$ cat src/rtl/bis_pkg.sv
package bis_pkg;
    typedef enum logic [2:0] {
        BS_NONE = 3'd0,
        BS_T1   = 3'd1,
        BS_T2   = 3'd2,
        BS_T3   = 3'd3,
        BS_TI   = 3'd4
    } bus_st_e;
endpackage

$ cat src/rtl/bis_cfg_reg.sv
module bis_cfg_reg (
    input  logic       clk,
    input  logic       rst_n,
    input  logic       we,
    input  logic [1:0] wdata,
    output logic       en_rr,
    output logic       en_war
);
    always_ff @(posedge clk or negedge rst_n) begin
        if (!rst_n) begin
            en_rr  <= 1'b1;
            en_war <= 1'b1;
        end else if (we) begin
            en_rr  <= wdata[1];
            en_war <= wdata[0];
        end
    end
endmodule

$ cat src/rtl/bis_idle_policy.sv
module bis_idle_policy #(
    parameter int AREA_W = 3
) (
    input  logic              clk,
    input  logic              rst_n,
    input  logic              accept,
    input  logic              nxt_write,
    input  logic [AREA_W-1:0] nxt_area,
    input  logic              en_rr,
    input  logic              en_war,
    output logic              insert_idle
);
    logic              have_prev;
    logic              prev_write;
    logic [AREA_W-1:0] prev_area;

    always_ff @(posedge clk or negedge rst_n) begin
        if (!rst_n) begin
            have_prev  <= 1'b0;
            prev_write <= 1'b0;
            prev_area  <= '0;
        end else if (accept) begin
            have_prev  <= 1'b1;
            prev_write <= nxt_write;
            prev_area  <= nxt_area;
        end
    end

    always_comb begin
        insert_idle = 1'b0;
        if (have_prev && !prev_write) begin
            if (nxt_write)
                insert_idle = en_war;
            else
                insert_idle = en_rr && (nxt_area != prev_area);
        end
    end

    // no idle state after a write or before the first access
    a_r5_no_idle_after_write: assert property (@(posedge clk) disable iff (!rst_n)
        insert_idle |-> (have_prev && !prev_write));
endmodule

$ cat src/rtl/bus_idle_seq.sv
module bus_idle_seq #(
    parameter int ADDR_W = 24,
    parameter int AREA_W = 3
) (
    input  logic              clk,
    input  logic              rst_n,
    input  logic              req_valid,
    output logic              req_ready,
    input  logic              req_write,
    input  logic [AREA_W-1:0] req_area,
    input  logic              req_long,
    input  logic [ADDR_W-1:0] req_addr,
    input  logic              cfg_we,
    input  logic [1:0]        cfg_wdata,
    output logic [2:0]        bus_state,
    output logic              rd_strb,
    output logic              wr_strb,
    output logic [ADDR_W-1:0] bus_addr,
    output logic              cyc_done
);
    import bis_pkg::*;

    bus_st_e           st_q, st_d;
    logic              cur_write, cur_long;
    logic [ADDR_W-1:0] addr_q;
    logic              en_rr, en_war, insert_idle;
    logic              final_st, accept, in_t;

    bis_cfg_reg u_cfg (
        .clk    (clk),
        .rst_n  (rst_n),
        .we     (cfg_we),
        .wdata  (cfg_wdata),
        .en_rr  (en_rr),
        .en_war (en_war)
    );

    bis_idle_policy #(.AREA_W(AREA_W)) u_pol (
        .clk         (clk),
        .rst_n       (rst_n),
        .accept      (accept),
        .nxt_write   (req_write),
        .nxt_area    (req_area),
        .en_rr       (en_rr),
        .en_war      (en_war),
        .insert_idle (insert_idle)
    );

    assign final_st  = (st_q == BS_T3) || (st_q == BS_T2 && !cur_long);
    assign req_ready = (st_q == BS_NONE) || final_st;
    assign accept    = req_valid && req_ready;

    // next-state logic
    always_comb begin
        st_d = st_q;
        unique case (st_q)
            BS_NONE: if (accept) st_d = insert_idle ? BS_TI : BS_T1;
            BS_TI:   st_d = BS_T1;
            BS_T1:   st_d = BS_T2;
            BS_T2: begin
                if (cur_long)    st_d = BS_T3;
                else if (accept) st_d = insert_idle ? BS_TI : BS_T1;
                else             st_d = BS_NONE;
            end
            BS_T3: begin
                if (accept) st_d = insert_idle ? BS_TI : BS_T1;
                else        st_d = BS_NONE;
            end
            default: st_d = BS_NONE;
        endcase
    end

    // state register and captured request
    always_ff @(posedge clk or negedge rst_n) begin
        if (!rst_n) begin
            st_q      <= BS_NONE;
            cur_write <= 1'b0;
            cur_long  <= 1'b0;
            addr_q    <= '0;
        end else begin
            st_q <= st_d;
            if (accept) begin
                cur_write <= req_write;
                cur_long  <= req_long;
                addr_q    <= req_addr;
            end
        end
    end

    // outputs
    always_comb begin
        in_t      = (st_q == BS_T1) || (st_q == BS_T2) || (st_q == BS_T3);
        bus_state = st_q;
        rd_strb   = in_t && !cur_write;
        wr_strb   = in_t && cur_write;
        bus_addr  = addr_q;
        cyc_done  = final_st;
    end

    a_r7_no_strobe_in_idle: assert property (@(posedge clk) disable iff (!rst_n)
        (st_q == BS_TI || st_q == BS_NONE) |-> (!rd_strb && !wr_strb));
    a_r7_strobes_exclusive: assert property (@(posedge clk) disable iff (!rst_n)
        $countones({rd_strb, wr_strb}) <= 1);
    a_r2_idle_then_t1: assert property (@(posedge clk) disable iff (!rst_n)
        (st_q == BS_TI) |=> (st_q == BS_T1));
    a_r6_t3_after_t2: assert property (@(posedge clk) disable iff (!rst_n)
        (st_q == BS_T3) |-> ($past(st_q) == BS_T2));
    a_r11_addr_stable: assert property (@(posedge clk) disable iff (!rst_n)
        (st_q == BS_T2 || st_q == BS_T3) |-> $stable(bus_addr));
    a_r8_ready_when_free: assert property (@(posedge clk) disable iff (!rst_n)
        (req_ready && st_q != BS_NONE) |-> cyc_done);
endmodule

$ cat config.mk
export PLATFORM = sky130hd
export DESIGN_NAME = bus_idle_seq
export DESIGN_NICKNAME = d
export VERILOG_FILES = /design/src/rtl/bis_pkg.sv /design/src/rtl/bis_cfg_reg.sv /design/src/rtl/bis_idle_policy.sv /design/src/rtl/bus_idle_seq.sv
export SDC_FILE = /design/constraint.sdc
export NUM_CORES = 1
export LEC_CHECK = 0
export ABC_AREA = 1
export CORE_MARGIN = 3
export CORE_UTILIZATION = 25
export DETAILED_ROUTE_END_ITERATION = 16
export DONT_BUFFER_PORTS = 1
export REMOVE_ABC_BUFFERS = 1
export SLEW_MARGIN = 20
export SYNTH_ARGS = -nofsm -noshare
export SYNTH_HDL_FRONTEND = slang
export SYNTH_SLANG_ARGS = --single-unit
$ cat constraint.sdc
create_clock -name clk -period 1.35 [get_ports clk]
set_input_delay 0.0675 -clock clk [delete_from_list [all_inputs] [get_ports clk]]
set_output_delay 0.0675 -clock clk [all_outputs]
set_load 0.02 [all_outputs]
### After elaboration in Yosys (flattened, before gate mapping)

Index checks and enable logic that the tools add are counted.

* multipliers: 0
* multiplexer cells: 7
* reductions and logical operators: 13
* order comparisons: 0
* bitwise operators: 0
* divide/modulo/power cells: 0
* shift-type cells: 0
* $add $sub $neg: 0
* equal/unequal tests: 6

Operators with widths (number)
* one-hot mux 3 bit (5 select lines): 1
* two-way mux 3 bit: 4
* == test 3 x 2 -> 1 bit, second input constant: 2
* logical AND 1 bit: 6
* logical OR 1 bit: 4
* == test 3 x 1 -> 1 bit, second input constant: 1
* == test 3 bit, second input constant: 1
* logical NOT 3 bit: 1
* != test 3 bit: 1
* logical NOT 1 bit: 2
* two-way mux 1 bit: 2
* != test 2 bit, second input constant: 1

* output and inout port bits: 31
* ROM bits: 0
* bits in latches: 0
* RAM bits: 0
* flip-flop bits (word level): 35
* word-level logic and storage cells: 34
* memories: 0
* input port bits: 35

### Depth between registers and ports, before layout

* depth in word-level cells: 8
* mapped depth: 11
* mapped depth without buffers: 11

### Hierarchy

From an unflattened synthesis, not the netlist that was laid out.

* cell total of the unflattened synthesis: 180
* area, all modules: 1590.3 um2

Modules (own cells, without submodules)
* bus_idle_seq: seq. area each 725.7 um2, cells each 136, instances 1, area each 1256.2 um2
* bis_idle_policy: seq. area each 125.1 um2, cells each 35, instances 1, area each 255.2 um2
* bis_cfg_reg: seq. area each 52.6 um2, cells each 9, instances 1, area each 78.8 um2

### Worst setup path before layout

No wires, ideal clock.

* kind: flip-flop to flip-flop
* start point: register st_q[2], in the netlist bus_state[2]
* end point: register addr_q[15], in the netlist bus_addr[15]
* stages on the path, launching flop included: 10
* data arrival time: 1.500 ns
* data required time: 1.233 ns
* path slack: -0.267 ns
* buffers on the path: 2
* clock period less this slack: 1.617 ns
* setup time: 0.117 ns
* cell sequence: dfrtp_1 inv_1 nand2_1 o21ai_2 and2_4 buf_12 inv_4 buf_6 nand2_1 nand2_1

* cells in the longest elaborated chain, start to end: 5
* elaborated cells on any way between the ends: 7
* those cells by class: eq/ne: 2; reduce/logical: 5

RTL lines
* start, declared: line bus_idle_seq.sv:23 `bus_st_e st_q, st_d;`
* start signal, assigned: line bus_idle_seq.sv:81 `st_q <= st_d;`
* == test 3 x 2 -> 1 bit: line bus_idle_seq.sv:49 `assign final_st = (st_q == BS_T3) || (st_q == BS_T2 && !cur_long);`
* logical AND 1 bit: line bus_idle_seq.sv:49
* logical OR 1 bit: line bus_idle_seq.sv:49
* logical OR 1 bit (*): line bus_idle_seq.sv:50 `assign req_ready = (st_q == BS_NONE) || final_st;`
* net req_ready: line bus_idle_seq.sv:8 `output logic req_ready,`
* logical AND 1 bit (*): line bus_idle_seq.sv:51 `assign accept = req_valid && req_ready;`
* end signal, assigned: line bus_idle_seq.sv:85 `addr_q <= req_addr;`
* end, declared: line bus_idle_seq.sv:25 `logic [ADDR_W-1:0] addr_q;`

Mark *: on every way through the listed nets, which the timed path passes. The rest lies on a longest branch.
A chain may end at the register's enable or synchronous reset.

### Worst setup path in the final report

* start point: register st_q[0], in the netlist bus_state[0]
* end point: register st_q[0], in the netlist bus_state[0]

* cells in the longest elaborated chain, start to end: 8
* elaborated cells on any way between the ends: 13
* those cells by class: eq/ne: 5; mux: 3; reduce/logical: 5

RTL lines
* == test 3 x 2 -> 1 bit: line bus_idle_seq.sv:49, bus_idle_seq.sv:56
* logical AND 1 bit: line bus_idle_seq.sv:49
* logical OR 1 bit: line bus_idle_seq.sv:49
* logical OR 1 bit: line bus_idle_seq.sv:50
* logical AND 1 bit: line bus_idle_seq.sv:51
* two-way mux 3 bit: line bus_idle_seq.sv:62, bus_idle_seq.sv:66
* two-way mux 3 bit: line bus_idle_seq.sv:61 `if (cur_long) st_d = BS_T3;`
* one-hot mux 3 bit (5 select lines): line bus_idle_seq.sv:56 `unique case (st_q)`

Parallel ways exist; a longest one is shown, timed or not.

==> metrics.md <==
| Metric | Value |
|---|---|
| Outcome | `finished, violations left` |
| Failing checks | `setup timing` |
| Die Area | `6940 sq um` |
| Syn avg cell area | `8.59 sq um` |
| Max VDD drop | `0.961 mV` |
| Initial core utilization | `26.5%` |
| FF-to-FF End | `bus_state[0]` |
| Final hold vios | `0` |
| DR DRC count | `0` |
| Clock latency on the worst-skew pair | `0.28 ns` |
| Total CTS buffers | `5` |
| Synthesis-to-layout area growth | `36.7%` |
| CTS H-Tree Depth | `2` |
| Hold path cells | `3` |
| Routed wire length per instance | `12.4 microns` |
| Die X | `83.3 microns` |
| Flop2flop setup slack | `-0.03 ns` |
| Minimum clock period | `1.38 ns` |
| First-pass GRT wire length | `6000 microns` |
| Int Power | `2.53 mW` |
| Period utilization | `102%` |
| Clk root buf | `clkbuf_8` |
| Mapped Cells | `174` |
| Setup violations, final | `9` |
| Final core utilization | `36.2%` |
| Combinational power share | `35.5%` |
| Worst EP arrival | `1.58 ns` |
| Number of global-route vias before repair | `1326` |
| CP max FO | `5` |
| Worst-margin pin slew | `0.408 ns` |
| CTS Buffer Depth | `2` |
| PD cells | `2270 nW/um^2` |
| Die Span Y | `83.3 microns` |
| FF-to-FF Start | `bus_state[0]` |
| Final cell count without fillers | `292` |
| Largest net degree at the start of global routing | `36` |
| Overall Power | `4.64 mW` |
| CP peak stage delay | `0.42 ns` |
| Clock Pin Slew Worst Setup and Hold Paths | `0.07 ns` |
| Initial DRC count | `34` |
| Total Wirelength | `3640 microns` |
| Critical Path Source Type | `register` |
| Final setup margin | `-0.0260 ns` |
| Sequential area share after synthesis | `58.8%` |
| Synthesized area | `1490 sq um` |
| Worst Hold End | `bus_state[2]` |
| Hpwl dp | `2330 microns` |
| Synthesized flop and latch total | `35` |
| Vias per std cell | `4.18` |
| Via count | `1221` |
| CTS tree | `yes` |
| Setup CP Type | `register to register` |
| Reg2reg path depth | `8` |
| DR pass1 iterations | `4` |
| Yosys warning total | `0` |
| Gr ovfl total | `0` |
| CTS sink count | `35` |
| CP Capture Type | `register` |
| Fin nets | `254` |
| Placed cell area | `1580 sq um` |
| Ports | `66` |
| Worst Hold Class | `input pin to register` |
| Core box area | `5640 sq um` |
| Min-delay src | `req_write` |
| Clock share of power | `15.6%` |
| RSZ-0062 raised after global routing | `true` |
| ANT cells | `0` |
| Placer Congestion | `0.836` |
| Worst path cell trace | `nor2_1 > nand2_1 > o21ai_2 > and2_4 > nand2_1 > nand2_1 > nand2_1 > a21oi_2` |
| Total GRT Usage | `10.7%` |
| # rows | `27` |
| Leak | `1.05 nW` |
| Required @ worst endpoint | `1.56 ns` |
| Initial antenna violation count | `0` |
| Maxcap violations | `0` |
| Crit-path slowest cell | `dfrtp_1` |
| Commonest non-fill, non-tap cells in the layout | `nand2_1 (96), dlygate4sd3_1 (34), dfrtp_1 (33), inv_1 (14)` |
| Switch Pwr | `2.11 mW` |
| Routed Antenna Nets | `0` |
| Commonest non-fill, non-tap cell in the layout | `nand2_1` |
| Slew Limit Fails | `0` |
| Port Buffer Count | `0` |
| Share of cells above drive strength 1 | `10.9%` |
| Worst Clk Skew | `0.00295 ns` |
| Seq pwr share | `48.9%` |
| Worst slack, placed | `0.0110 ns` |
| Sw Ratio | `45.4%` |
| Highest Clock Rate | `727 MHz` |
| Dpl cells | `248` |
| Post-layout instance area | `2040 sq um` |
| Count of cell types in the netlist | `19` |
| Worst slew margin | `72.7%` |
| Critical Path Most Common Cell | `nand2_1` |
-- layer usage --
layer | vias up | wire [microns] | global-route usage (%)
li1 | 611 | - | -
met1 | 553 | 1610 | 11.9
met2 | 53 | 1690 | 18.4
met3 | 4 | 312 | 4.66
met4 | 0 | 29 | 3.12
met5 | - | 0 | 0
-- worst max path at each step --
stage,from,end,slack (ns),cells after the start
3_5_place_dp,bus_state[2],bus_addr[19],0.01,7
6_report,bus_state[0],bus_state[0],-0.03,8
3_3_place_gp,bus_state[0],bus_addr[0],0.05,7
4_1_cts,bus_state[2],bus_state[0],0.006,8
2_1_floorplan,bus_state[2],bus_addr[0],-0.33,7
5_1_grt,bus_state[0],bus_state[0],-0.13,8
-- Yosys cell counts, drive strengths merged --
cell type | count | area share [%]
inv | 15 | 3.9
o21ai | 9 | 3.3
dfstp | 2 | 3.5
and2 | 1 | 0.59
a211oi | 1 | 0.50
nand2 | 96 | 24
nor2 | 7 | 1.9
mux2 | 1 | 0.75
a21oi | 2 | 0.92
nand3 | 1 | 0.33
dfrtp | 33 | 55
buf | 6 | 4.9
-- critical path, delay by kind of cell (launching register included) --
kind | cells | cell delay, ns
and+or+nand+nor | 6 | 0.71
DFF | 1 | 0.42
AOI/OAI and AO/OA | 2 | 0.19
-- kinds of logic after synthesis --
| group | synth area share (%) |
|---|---|
| DFF | 58.8 |
| buffers and inverters | 8.79 |
| and+or+nand+nor | 27.0 |
| muxes | 0.754 |
| AOI/OAI and AO/OA | 4.69 |
-- what timing repair did --
action,in CTS,in global routing
gates resized for setup,3,2
hold buffers,35,0
buffers inserted,0,1
pin swaps,0,2
endpoints found under the hold margin,67,0
setup endpoints to repair,11,35
-- final cells by class --
type	count	area, sq um
clock inverter	1	5.00
multi-input combinational	118	484
timing repair buffer	44	444
tap	72	90.1
clock buffer	7	76.3
inverter	15	63.8
fill	562	3600
sequential	35	878
-- power groups by stage --
| stage | registers [mW] | logic (mW) | clock network (mW) |
|---|---|---|---|
| 5_1_grt | 2.32 | 1.89 | 0.809 |
| 3_5_place_dp | 2.28 | 1.50 | 0 |
| 2_1_floorplan | 2.24 | 0.989 | 0 |
| 4_1_cts | 2.28 | 1.62 | 0.766 |
| 3_3_place_gp | 2.29 | 1.44 | 0 |
| 6_report | 2.27 | 1.65 | 0.725 |
-- stage by stage --
stage | setup TNS (ns) | hold slack, ns
2_1_floorplan | -9.62 | -0.228
3_3_place_gp | 0 | -0.227
3_5_place_dp | 0 | -0.227
4_1_cts | 0 | 0.0270
5_1_grt | -3.23 | 0.0540
6_report | -0.0817 | 0.0417
-- sequential cells by signal (all words and copies together), names as in the netlist --
signal,flops
bus_state,3
u_pol.prev_write,1
u_pol.prev_area,3
bus_addr,24
u_cfg.en_rr,1
cur_long,1
u_pol.have_prev,1
u_cfg.en_war,1
Note: power is estimated with default switching activity, not from simulation.
